<file path="config.mk">
export PLATFORM = sky130hd
export DESIGN_NAME = latched_alu_acc
export DESIGN_NICKNAME = d
export VERILOG_FILES = /design/src/rtl/latalu_pkg.sv /design/src/rtl/latalu_latch.sv /design/src/rtl/latalu_core.sv /design/src/rtl/latalu_acc.sv /design/src/rtl/latched_alu_acc.sv
export SDC_FILE = /design/constraint.sdc
export NUM_CORES = 1
export LEC_CHECK = 0
export ABC_CLOCK_PERIOD_IN_PS = 1800
export CAP_MARGIN = 30
export CORE_UTILIZATION = 53
export DETAILED_ROUTE_END_ITERATION = 7
export DONT_BUFFER_PORTS = 1
export PLACE_DENSITY = 0.81
export REMOVE_ABC_BUFFERS = 1
export SYNTH_ARGS = -nofsm -noshare
export SYNTH_HDL_FRONTEND = slang
export SYNTH_SLANG_ARGS = --single-unit
</file>
<file path="constraint.sdc">
create_clock -name clk -period 1.8 [get_ports clk]
set_input_delay 0.36 -clock clk [delete_from_list [all_inputs] [get_ports clk]]
set_output_delay 0.36 -clock clk [all_outputs]
set_load 0.03 [all_outputs]
</file>
<file path="src/rtl/latalu_pkg.sv">
package latalu_pkg;

    localparam int NUM_OPS = 5;

    // one-hot operation selector, bit positions are part of the port contract
    typedef enum logic [NUM_OPS-1:0] {
        OP_LOAD  = 5'b00001,
        OP_ADD   = 5'b00010,
        OP_CPL   = 5'b00100,
        OP_SHL   = 5'b01000,
        OP_SHR   = 5'b10000
    } op_sel_e;

endpackage

</file>
<file path="src/rtl/latalu_latch.sv">
module latalu_latch #(
    parameter int W = 8
) (
    input  logic         clk,
    input  logic         rst_n,
    input  logic         we,
    input  logic [W-1:0] d,
    output logic [W-1:0] q
);

    always_ff @(posedge clk or negedge rst_n) begin
        if (!rst_n) begin
            q <= '0;
        end else if (we) begin
            q <= d;
        end
    end

endmodule

</file>
<file path="src/rtl/latalu_core.sv">
module latalu_core
    import latalu_pkg::*;
#(
    parameter int W = 8
) (
    input  logic [W-1:0]       opa,
    input  logic [W-1:0]       opb,
    input  logic [NUM_OPS-1:0] op_en,
    output logic [W-1:0]       result,
    output logic               valid
);

    localparam int MSB = W - 1;

    logic [W-1:0] sum_w;
    logic [W-1:0] shl_w;
    logic [W-1:0] shr_w;

    // carry out is dropped by the truncating assignment
    assign sum_w = opa + opb;
    assign shl_w = {opa[MSB-1:0], 1'b0};
    assign shr_w = {opa[MSB], opa[MSB:1]};

    always_comb begin
        result = opa;
        valid  = 1'b1;
        case (op_en)
            OP_LOAD: result = opa;
            OP_ADD:  result = sum_w;
            OP_CPL:  result = ~opa;
            OP_SHL:  result = shl_w;
            OP_SHR:  result = shr_w;
            default: begin
                result = opa;
                valid  = 1'b0;
            end
        endcase
    end

endmodule

</file>
<file path="src/rtl/latalu_acc.sv">
module latalu_acc #(
    parameter int W = 8
) (
    input  logic         clk,
    input  logic         rst_n,
    input  logic         we,
    input  logic         valid,
    input  logic [W-1:0] d,
    output logic [W-1:0] q
);

    always_ff @(posedge clk or negedge rst_n) begin
        if (!rst_n) begin
            q <= '0;
        end else if (we && valid) begin
            q <= d;
        end
    end

endmodule

</file>
<file path="src/rtl/latched_alu_acc.sv">
module latched_alu_acc
    import latalu_pkg::*;
#(
    parameter int W = 8
) (
    input  logic               clk,
    input  logic               rst_n,
    input  logic               lat1_we,
    input  logic [W-1:0]       lat1_d,
    input  logic               lat2_we,
    input  logic [W-1:0]       lat2_d,
    input  logic [NUM_OPS-1:0] op_en,
    input  logic               acc_we,
    output logic [W-1:0]       acc_q,
    output logic               acc_sign
);

    localparam int NUM_LAT = 2;

    logic [NUM_LAT-1:0]        lat_we;
    logic [NUM_LAT-1:0][W-1:0] lat_d;
    logic [NUM_LAT-1:0][W-1:0] lat_q;
    logic [W-1:0]              alu_res;
    logic                      alu_ok;

    assign lat_we = {lat2_we, lat1_we};
    assign lat_d  = {lat2_d, lat1_d};

    generate
        for (genvar i = 0; i < NUM_LAT; i++) begin : g_lat
            latalu_latch #(.W(W)) u_lat (
                .clk   (clk),
                .rst_n (rst_n),
                .we    (lat_we[i]),
                .d     (lat_d[i]),
                .q     (lat_q[i])
            );
        end
    endgenerate

    latalu_core #(.W(W)) u_core (
        .opa    (lat_q[0]),
        .opb    (lat_q[1]),
        .op_en  (op_en),
        .result (alu_res),
        .valid  (alu_ok)
    );

    latalu_acc #(.W(W)) u_acc (
        .clk   (clk),
        .rst_n (rst_n),
        .we    (acc_we),
        .valid (alu_ok),
        .d     (alu_res),
        .q     (acc_q)
    );

    assign acc_sign = acc_q[W-1];

endmodule

</file>
==> flow_summary_export.csv, run 1 <==
group,metric,value,unit
critical_path,r2r_start,"g_lat[1].u_lat.q[0]",
cts,worstSkewPairLatency,320,ps
yosys,synth_seq_cells,24,
critical_path,worst_setup_path_start_kind,"flop",
timing,timing.final.setup_violations,2,
yosys,synth_cell_types,44,
pwr,power.static_leakage,0.000717,uW
critical_path,worstReg2RegEnd,"u_acc.q[6]",
floorplanning,rows,19,
timing,final.setup_skew,2.69,ps
yosys,synthCells,154,
timing,layout_worst_path_cycle_share,105,%
detailed_routing,drt_pre_antenna_iters,4,
critical_path,timing.critical_path.fanout_max,3,
timing,max_slew.worst_pin.slew,557,ps
cts,cts_tree,"built",
timing,drv_slew,0,
yosys,synth.cell_area,1560,um2
pwr,p_per_area,882,nW/um2
timing,setup_repair_after_global_routing_missed_its_margin,"true",
flow_run,drv_cap,0,
cts,cts-htree-levels,1,
global_route,pin_count_of_the_biggest_net_entering_global_routing,25,
floorplanning,effective_utilization_at_floorplan,56.2,%
timing,minimum_clock_period_after_layout,1890,ps
cts,clk_pin_slew_worst_paths,130,ps
cts,cts_buffer_depth,2,
critical_path,cp-endpoint,"u_acc.q[6]",
global_route,global_route_wire_length_before_repair,5650,um
final_layout,final_util,63.4,%
critical_path,setup_crit_path_kind,"reg -> reg",
run_status,run_status,"complete, but fails checks",
timing,maxClockFrequency,529,MHz
yosys,synth.yosys.seq_area_share,38.4,%
detailed_routing,remaining_drc_errors,0,
detailed_routing,routed_wl,3300,um
place,dp_worst_setup_slack,-221,ps
floorplanning,floorplan.die.height,56.3,um
cts,numCtsBuffers,3,
detailed_routing,routed_wire_length_per_instance,16.9,um
floorplanning,core_area,2780,um2
final_layout,finalNetCount,199,
critical_path,worst_setup_path_startpoint,"g_lat[1].u_lat.q[0]",
detailed_routing,vias,1266,
global_route,antenna_violations_before_repair,0,
yosys,synth_edf_count,0,
yosys,post_synth_main_area_contributors,"sky130_fd_sc_hd__dfrtp_1, sky130_fd_sc_hd__mux2_2, sky130_fd_sc_hd__ha_1",
yosys,yosysWarningCount,0,
yosys,synth_top_flop_cell,"sky130_fd_sc_hd__dfrtp_1",
yosys,synth_area_per_cell,10.2,um2
yosys,synth_largest_area_cell,"sky130_fd_sc_hd__dfrtp_1",
pwr,ir_worst_vdd,0.770,mV
timing,report.final.hold_viol_count,0,
place,gp_congestion,0.783,
critical_path,worst-r2r-cell-count,7,
cts,root_buffer,"sky130_fd_sc_hd__clkbuf_4",
critical_path,timing.critical_path.arrival,2110,ps
run_status,violations,"setup timing",
floorplanning,fp.dieW,56.3,um
critical_path,data_required_critical_path,2010,ps
timing,final.setup.worst_slack,-91.8,ps
yosys,synth_top_area_share,38.4,%
critical_path,regToRegSetupSlack,-90,ps
global_route,global_route_usage_over_all_layers,22.7,%
critical_path,end_kind,"flop",
place,dp_hpwl,2460,um
final_layout,layout-area-overhead-vs-synth,12.8,%
floorplanning,fp.dieArea,3170,um2
final_layout,diodes,0,
timing,relSlewSlack,62.9,%
global_route,grt_overflow_total,0,
detailed_routing,drt_first_iter_violations,60,
min_path,worstHoldPathType,"in -> reg",
detailed_routing,number_of_vias_per_cell,6.49,
global_route,via_count_of_the_first_global_routing_pass,1298,
cts,numClockSinks,24,
final_layout,drive_gt1_share,29.3,%
place,placement.io_buffers,0,
yosys,ys_async_sr_fraction,100,%
floorplanning,ioPinCount,35,
detailed_routing,postRouteAntennaNets,0,
[metal layers]
metal,wire [um],global-route usage [%],up-vias
met3,209,4.15,9
met1,1380,27.7,613
met4,81,10.1,0
li1,-,-,599
met5,0,0,-
met2,1630,39.1,45
[sequential cells by signal (all words and copies together) (netlist names)]
name           flops
g_lat.u_lat.q     16
u_acc.q            8
[Yosys cell counts (2+ instances only)]
cell type and instances:
sky130_fd_sc_hd__nor4b_1 2, sky130_fd_sc_hd__nor2b_1 3, sky130_fd_sc_hd__nand3b_1 2, sky130_fd_sc_hd__a21o_1 3, sky130_fd_sc_hd__o21ai_0 3, sky130_fd_sc_hd__xor2_1 3
sky130_fd_sc_hd__buf_2 2, sky130_fd_sc_hd__nor2_1 20, sky130_fd_sc_hd__a221oi_1 2, sky130_fd_sc_hd__and3_1 2, sky130_fd_sc_hd__xnor2_1 3, sky130_fd_sc_hd__o2bb2ai_1 2
sky130_fd_sc_hd__clkbuf_1 5, sky130_fd_sc_hd__o22ai_1 4, sky130_fd_sc_hd__or2_2 2, sky130_fd_sc_hd__a41oi_1 2, sky130_fd_sc_hd__a211oi_1 4, sky130_fd_sc_hd__a31oi_1 2
sky130_fd_sc_hd__mux2_2 16, sky130_fd_sc_hd__a2111oi_0 5, sky130_fd_sc_hd__ha_1 7, sky130_fd_sc_hd__mux2i_1 2, sky130_fd_sc_hd__nand2_1 4, sky130_fd_sc_hd__dfrtp_1 24
sky130_fd_sc_hd__a22o_1 2, sky130_fd_sc_hd__a21oi_1 10
[power breakdown]
group | internal (uW) | leakage (uW) | switching, uW
registers | 631 | 0.000277 | 211
logic | 223 | 0.000420 | 198
clock network | 124 | 0.0000210 | 170
[how the worst min path moves through the flow]
stage / cells after the start / slack (ps) / from / to
floorplan: 0 / 60 / rst_n / g_lat[0].u_lat.q[0]
global route: 1 / 160 / lat2_d[1] / g_lat[1].u_lat.q[1]
CTS: 1 / 170 / lat1_d[5] / g_lat[0].u_lat.q[5]
detailed placement: 0 / 60 / rst_n / u_acc.q[1]
global placement: 0 / 60 / rst_n / u_acc.q[0]
finish: 1 / 170 / lat2_d[0] / g_lat[1].u_lat.q[0]
[cells in the final DEF (no fill, tap or decap), drive strengths merged, types with 2 or more instances in the layout]
cell type / count
xnor2: 3
nor2b: 3
mux2i: 2
dfrtp: 24
mux2: 16
nand3b: 2
a221oi: 2
a31oi: 2
nand2: 4
nor2: 20
a41oi: 2
a21o: 3
and2: 2
and3: 2
o22ai: 4
buf: 15
or2: 3
a211oi: 4
clkbuf: 4
nor3: 2
o21ai: 3
a21oi: 10
a22o: 2
nor4b: 3
a2111oi: 5
ha: 7
o2bb2ai: 2
xor2: 3
[metrics by stage]
step                hold slack, ps  power (uW)  cell area, um2  TNS (ps)  instances
CTS                            170        1550            1730      -196        194
global route                   160        1640            1760      -404        195
global placement              64.8        1200            1640      -315        187
detailed placement            64.8        1220            1640      -458        187
floorplan                     64.4        1110            1510      -229        144
finish                         172        1560            1760      -129        195
[cell families (layout without fill, tap and decap cells)]
| logic type | count (synthesis) | count (layout) | share of synthesized area [%] |
|---|---|---|---|
| AND/OR/NAND/NOR | 44 | 44 | 15.4 |
| multiplexers | 18 | 18 | 12.8 |
| AO/OA/AOI/OAI | 43 | 43 | 19.5 |
| XOR/XNOR | 6 | 6 | 3.36 |
| flip-flops | 24 | 24 | 38.4 |
| adder cells (fa/ha/maj) | 8 | 8 | 6.88 |
| buffers and inverters | 11 | 21 | 3.60 |
[critical path, cell delays in order (launching register included)]
cell and delay (ps):
sky130_fd_sc_hd__dfrtp_1 410, sky130_fd_sc_hd__ha_2 200, sky130_fd_sc_hd__fa_2 380, sky130_fd_sc_hd__a211oi_2 210, sky130_fd_sc_hd__o21bai_1 100, sky130_fd_sc_hd__a21oi_1 190, sky130_fd_sc_hd__mux2i_1 200, sky130_fd_sc_hd__a21oi_1 80
[area by class of cell]
class                      instances  area [um2]
tap                               31        38.8
sequential                        24         601
clock buffer                       4        36.3
multi-input combinational        119         955
fill                             224        1020
timing repair buffer              16         130
inverter                           1        3.75
[repair_timing]
action                     4_1_cts  5_1_grt
buffers inserted                 2        0
hold endpoints to repair        24        0
setup endpoints to repair        4        4
hold buffers                     1        0
pin swaps                        8        6
resized for setup                8        3
(Power assumes the default switching activity.)
==> run 2: changes to the inputs <==
--- a/config.mk
+++ b/config.mk
@@ -7,10 +7,10 @@
 export LEC_CHECK = 0
 export ABC_CLOCK_PERIOD_IN_PS = 1800
 export CAP_MARGIN = 30
-export CORE_UTILIZATION = 53
+export CORE_UTILIZATION = 56
 export DETAILED_ROUTE_END_ITERATION = 7
 export DONT_BUFFER_PORTS = 1
-export PLACE_DENSITY = 0.81
+export PLACE_DENSITY = 0.84
 export REMOVE_ABC_BUFFERS = 1
 export SYNTH_ARGS = -nofsm -noshare
 export SYNTH_HDL_FRONTEND = slang
==> flow_summary_export.csv, run 2 (synthesis gave the netlist of run 1 again) <==
group,metric,value,unit
run_status,run_status,"complete, but fails checks",
run_status,violations,"setup timing",
place,placedCellCount,185,
cts,numCtsBuffers,3,
global_route,global_route_wire_length_before_repair,5490,um
cts,cts-htree-levels,1,
final_layout,largest_register_ffs,16,
min_path,worstHoldPathType,"in -> reg",
critical_path,timing.critical_path.fanout_max,3,
cts,cts_buffer_depth,2,
floorplanning,fp.dieArea,3010,um2
final_layout,num-fill-cells,206,
floorplanning,ioPinCount,35,
final_layout,largestRegisters,"g_lat.u_lat.q (16), u_acc.q (8)",
final_layout,diodes,0,
pwr,p_per_area,866,nW/um2
floorplanning,core_area,2570,um2
final_layout,fin_cells,192,
place,post_dp_cell_area,1630,um2
critical_path,end_kind,"flop",
final_layout,top_register,"g_lat.u_lat.q",
detailed_routing,remaining_drc_errors,0,
final_layout,layout.cells.most_common_list,"sky130_fd_sc_hd__dfrtp_1, sky130_fd_sc_hd__nor2_1, sky130_fd_sc_hd__mux2_2",
timing,drv_slew,0,
floorplanning,rows,18,
critical_path,setup_crit_path_kind,"reg -> reg",
cts,worstSkewPairLatency,310,ps
floorplanning,fp.dieW,54.8,um
detailed_routing,routed_wl,3540,um
timing,max_slew.worst_pin.slew,553,ps
cts,numClockSinks,24,
timing,setup_repair_after_global_routing_missed_its_margin,"true",
place,dp_worst_setup_slack,-180,ps
place,gp_congestion,0.794,
final_layout,finalNetCount,198,
timing,maxClockFrequency,531,MHz
timing,final.setup.worst_slack,-83.1,ps
place,dp_hpwl,2610,um
final_layout,finish.instance_area,1760,um2
detailed_routing,routed_wire_length_per_instance,18.4,um
floorplanning,floorplan.die.height,54.8,um
detailed_routing,drt_pre_antenna_iters,4,
cts,cts_tree,"built",
final_layout,layout-area-overhead-vs-synth,12.4,%
floorplanning,effective_utilization_at_floorplan,60.9,%
global_route,antenna_violations_before_repair,0,
place,placement.io_buffers,0,
detailed_routing,postRouteAntennaNets,0,
timing,timing.final.setup_violations,2,
timing,relSlewSlack,63.0,%
critical_path,timing.critical_path.arrival,2090,ps
global_route,grt_overflow_total,0,
pwr,power.static_leakage,0.000706,uW
final_layout,most_frequent_standard_cell_in_the_layout_excluding_fill_and_tap_cells,"sky130_fd_sc_hd__dfrtp_1",
critical_path,data_required_critical_path,2000,ps
cts,clk_pin_slew_worst_paths,130,ps
cts,root_buffer,"sky130_fd_sc_hd__clkbuf_4",
critical_path,worst_setup_path_start_kind,"flop",
detailed_routing,number_of_vias_per_cell,6.68,
timing,report.final.hold_viol_count,0,
flow_run,drv_cap,0,
global_route,via_count_of_the_first_global_routing_pass,1247,
timing,layout_worst_path_cycle_share,105,%
detailed_routing,drt_first_iter_violations,48,
global_route,pin_count_of_the_biggest_net_entering_global_routing,25,
final_layout,drive_gt1_share,30.9,%
timing,minimum_clock_period_after_layout,1880,ps
detailed_routing,vias,1282,
global_route,global_route_usage_over_all_layers,26.3,%
pwr,ir_worst_vdd,0.730,mV
timing,final.setup_skew,3.18,ps
## run 2: metal layers
metal	vias to the layer above	routed length, um	track usage (%)
met5	-	0	0
met4	0	53	10.3
met3	7	236	5.00
met2	64	1840	47.2
met1	619	1410	30.2
li1	592	-	-
## run 2: area by class of cell
class | count | area (um2) | share of cell area, %
well taps | 30 | 37.5 | 2.14
inverters | 1 | 3.75 | 0.214
clock buffers | 3 | 22.5 | 1.28
repair buffers | 15 | 123 | 6.98
flip-flops and latches | 24 | 603 | 34.3
multi-input cells | 119 | 968 | 55.1
## run 2: worst max-delay path, stage by stage (launching register included)
cell and delay [ps]:
sky130_fd_sc_hd__dfrtp_1 440, sky130_fd_sc_hd__ha_4 190, sky130_fd_sc_hd__fa_2 370, sky130_fd_sc_hd__a211oi_2 200
sky130_fd_sc_hd__o21bai_1 90, sky130_fd_sc_hd__a21oi_1 190, sky130_fd_sc_hd__mux2i_1 210, sky130_fd_sc_hd__a21oi_1 80
## run 2: what timing repair did
| item | 4_1_cts | 5_1_grt |
|---|---|---|
| hold endpoints to repair | 24 | 0 |
| pin swaps | 10 | 5 |
| hold buffers | 1 | 0 |
| endpoints found under the setup margin | 4 | 5 |
| buffers inserted | 0 | 2 |
| gates resized for setup | 9 | 7 |
## run 2: metrics by stage
stage	total power [uW]	utilization (%)	hold WS, ps	setup TNS [ps]
after floorplan	1110	-	64.4	-229
after global placement	1200	63.5	65.0	-314
after detailed placement	1220	63.5	65.0	-496
after CTS	1490	66.3	185	-74.5
after global routing	1610	68.5	166	-319
final	1520	68.5	184	-95.0
## run 2: worst paths after layout
path                                  endpoint  depth (start not counted)           startpoint  slack [ps]
setup reg to reg                    u_acc.q[6]                          7  g_lat[1].u_lat.q[0]         -80
max in group asynchronous  g_lat[0].u_lat.q[1]                          2                rst_n         860
setup / recovery                    u_acc.q[6]                          7  g_lat[1].u_lat.q[0]         -80
hold reg to reg            g_lat[1].u_lat.q[6]                          1  g_lat[1].u_lat.q[6]         530
hold / removal             g_lat[0].u_lat.q[6]                          1            lat1_d[6]         180
min in group asynchronous  g_lat[0].u_lat.q[4]                          1                rst_n         460
## run 2: power by group
part / switching, uW / internal (uW)
logic: 208 / 231
registers: 215 / 632
clock network: 159 / 78.4
==> run 3: changes to the inputs <==
--- a/config.mk
+++ b/config.mk
@@ -5,12 +5,13 @@
 export SDC_FILE = /design/constraint.sdc
 export NUM_CORES = 1
 export LEC_CHECK = 0
+export ABC_AREA = 1
 export ABC_CLOCK_PERIOD_IN_PS = 1800
 export CAP_MARGIN = 30
-export CORE_UTILIZATION = 56
+export CORE_UTILIZATION = 57
 export DETAILED_ROUTE_END_ITERATION = 7
 export DONT_BUFFER_PORTS = 1
-export PLACE_DENSITY = 0.84
+export PLACE_DENSITY = 0.85
 export REMOVE_ABC_BUFFERS = 1
 export SYNTH_ARGS = -nofsm -noshare
 export SYNTH_HDL_FRONTEND = slang
==> constraint.sdc (replaced) <==
create_clock -name clk -period 1.8 [get_ports clk]
set_input_delay 0.36 -clock clk [delete_from_list [all_inputs] [get_ports clk]]
set_output_delay 0.36 -clock clk [all_outputs]
set_load 0.02 [all_outputs]
==> flow_summary_export.csv, run 3 <==
group,metric,value,unit
run_status,run_status,"completed",
yosys,synth_top_cells_by_count,"sky130_fd_sc_hd__nand2_1, sky130_fd_sc_hd__nand3_1, sky130_fd_sc_hd__inv_1",
final_layout,diodes,0,
pwr,power.static_leakage,0.000920,uW
min_path,hold_critical_path_depth,1,
timing,final.setup_skew,12.0,ps
cts,numClockSinks,24,
cts,clk_pin_slew_worst_paths,130,ps
yosys,synth_seq_cells,24,
critical_path,critPathBufInv,0,
floorplanning,effective_utilization_at_floorplan,60.3,%
yosys,synthCells,225,
floorplanning,fp.dieW,56.0,um
detailed_routing,drt_first_iter_violations,63,
detailed_routing,postRouteAntennaNets,0,
critical_path,worstReg2RegEnd,"u_acc.q[4]",
final_layout,most_frequent_standard_cell_in_the_layout_excluding_fill_and_tap_cells,"sky130_fd_sc_hd__nand2_1",
final_layout,largestRegisters,"g_lat.u_lat.q (16), u_acc.q (8)",
cts,cts_tree,"built",
detailed_routing,vias,1492,
cts,cts_setup_buffers,0,
critical_path,data_required_critical_path,2020,ps
yosys,synth_edf_count,0,
timing,layout_worst_path_cycle_share,93.0,%
final_layout,fin_cells,261,
flow_run,drv_cap,0,
detailed_routing,routed_wire_length_per_instance,14.0,um
place,dp_hpwl,2860,um
timing,max_slew.worst_pin.slew,401,ps
final_layout,num-fill-cells,246,
timing,maxClockFrequency,598,MHz
final_layout,finalNetCount,266,
timing,hold-worst-slack,119,ps
critical_path,slowest_stage_cell_on_the_critical_path,"sky130_fd_sc_hd__dfrtp_1",
critical_path,regToRegSetupSlack,130,ps
timing,relSlewSlack,73.2,%
final_layout,top_register,"g_lat.u_lat.q",
timing,setup_repair_after_global_routing_missed_its_margin,"false",
critical_path,worst-r2r-cell-count,9,
timing,final.setup.worst_slack,126,ps
detailed_routing,remaining_drc_errors,0,
detailed_routing,drt_pre_antenna_iters,5,
pwr,ir_worst_vdd,0.995,mV
global_route,antenna_violations_before_repair,0,
floorplanning,rows,19,
timing,total_negative_setup_slack,0,ps
critical_path,setup_crit_path_kind,"reg -> reg",
yosys,synth_cell_types,27,
critical_path,r2r_start,"g_lat[0].u_lat.q[0]",
detailed_routing,routed_wl,3660,um
final_layout,layout.cells.most_common_list,"sky130_fd_sc_hd__nand2_1, sky130_fd_sc_hd__nand3_1, sky130_fd_sc_hd__inv_1",
yosys,synth_top_flop_cell,"sky130_fd_sc_hd__dfrtp_1",
min_path,holdPathEnd,"g_lat[0].u_lat.q[4]",
cts,cts-htree-levels,1,
critical_path,timing.critical_path.arrival,1890,ps
min_path,worstHoldPathType,"in -> reg",
cts,numCtsBuffers,3,
final_layout,largest_register_ffs,16,
global_route,via_count_of_the_first_global_routing_pass,1374,
yosys,synth_area_per_cell,7.38,um2
global_route,pin_count_of_the_biggest_net_entering_global_routing,25,
floorplanning,floorplan.die.height,56.0,um
critical_path,crit_path_max_incr_delay,410,ps
final_layout,drive_gt1_share,15.2,%
timing,report.final.hold_viol_count,0,
critical_path,crit_chain,"ha_2 > fa_2 > nand2_1 > nand3_2 > a21o_1 > nand3_1 > nand3_1 > nand2_1 > nand2_1",
global_route,grt_overflow_total,0,
yosys,ys_async_sr_fraction,100,%
yosys,synth.cell_area,1660,um2
detailed_routing,number_of_vias_per_cell,5.72,
cts,worstSkewPairLatency,320,ps
yosys,synth_largest_area_cell,"sky130_fd_sc_hd__dfrtp_1",
critical_path,end_kind,"flop",
timing,timing.final.setup_violations,0,
floorplanning,ioPinCount,35,
yosys,post_synth_main_area_contributors,"sky130_fd_sc_hd__dfrtp_1, sky130_fd_sc_hd__nand2_1, sky130_fd_sc_hd__nand3_1",
cts,cts_buffer_depth,2,
timing,drv_slew,0,
floorplanning,fp.dieArea,3130,um2
critical_path,critical-path-top-delay-family,"adder cells",
min_path,holdCritStartpoint,"lat1_we",
timing,minimum_clock_period_after_layout,1670,ps
yosys,synth.yosys.seq_area_share,36.1,%
place,dp_worst_setup_slack,44.1,ps
floorplanning,core_area,2760,um2
critical_path,crit_path_frequent_cell,"sky130_fd_sc_hd__nand2_1",
place,placement.io_buffers,0,
yosys,synth_top_area_share,36.1,%
critical_path,timing.critical_path.fanout_max,3,
yosys,yosysWarningCount,0,
global_route,global_route_wire_length_before_repair,6280,um
cts,root_buffer,"sky130_fd_sc_hd__clkbuf_4",
place,gp_congestion,0.853,
critical_path,worst_setup_path_start_kind,"flop",
pwr,p_per_area,777,nW/um2
final_layout,layout-area-overhead-vs-synth,7.08,%
global_route,global_route_usage_over_all_layers,26.1,%
place,placedCellCount,256,
yosys,post-synth-top-count-cell,"sky130_fd_sc_hd__nand2_1",
[run 3: cell count changes after synthesis, moves of 7 or more]
cell / previous run / this run
sky130_fd_sc_hd__o21ai_0: 3 / 13
sky130_fd_sc_hd__inv_1: 1 / 26
sky130_fd_sc_hd__a21oi_1: 10 / 2
sky130_fd_sc_hd__mux2_2: 16 / 9
sky130_fd_sc_hd__nand2_1: 4 / 68
sky130_fd_sc_hd__nand3_1: 1 / 31
[run 3: metrics by stage]
step                power (uW)  cell area, um2  utilization, %
finish                    1380            1780            64.5
floorplan                 1030            1630               -
global route              1480            1780            64.5
detailed placement        1120            1710            61.9
global placement          1110            1710            61.9
CTS                       1370            1740            63.1
[run 3: cell families (layout without fill, tap and decap cells)]
kind of cell	count (synthesis)	in the layout	synth area share (%)
simple gates	132	132	36.4
buf+inv	32	37	7.98
flops	24	24	36.1
compound gates	18	18	5.87
mux	9	9	6.10
fa+ha+maj	8	8	6.48
xor+xnor	2	2	1.05
[run 3: worst max path at each step]
| stage | startpoint | endpoint | depth (start not counted) | slack, ps |
|---|---|---|---|---|
| final | g_lat[0].u_lat.q[0] | u_acc.q[4] | 9 | 130 |
| after global routing | g_lat[0].u_lat.q[4] | u_acc.q[5] | 10 | 20 |
| after CTS | g_lat[0].u_lat.q[0] | u_acc.q[4] | 9 | 30 |
| after detailed placement | g_lat[0].u_lat.q[0] | u_acc.q[4] | 9 | 40 |
| after global placement | g_lat[0].u_lat.q[0] | u_acc.q[6] | 10 | 100 |
| after floorplan | g_lat[0].u_lat.q[0] | u_acc.q[4] | 9 | 120 |
[run 3: final cells by class]
type | count | area (um2) | area share [%]
Inverter | 27 | 101 | 5.70
Clock buffer | 3 | 22.5 | 1.27
Sequential cell | 24 | 601 | 33.8
Timing Repair Buffer | 7 | 75.1 | 4.22
Tap cell | 31 | 38.8 | 2.18
Multi-Input combinational cell | 169 | 941 | 52.9
[run 3: timing repair]
item / 4_1_cts / 5_1_grt
setup endpoints to repair: 0 / 3
hold buffers: 1 / 0
hold endpoints to repair: 24 / 0
gates resized for setup: 0 / 4
[run 3: per-layer routing]
| layer | GRT usage (%) | vias up | wire length [um] |
|---|---|---|---|
| li1 | - | 744 | - |
| met1 | 35.6 | 674 | 1640 |
| met2 | 41.0 | 63 | 1650 |
| met3 | 5.58 | 11 | 277 |
| met4 | 10.1 | 0 | 91 |
| met5 | 0 | - | 0 |
[run 3: power by group]
group / switching [uW] / leakage [uW] / internal [uW]
Combinational: 212 / 0.000614 / 161
Clock: 161 / 0.0000138 / 78.6
Sequential: 147 / 0.000292 / 623
Total: 520 / 0.000920 / 863
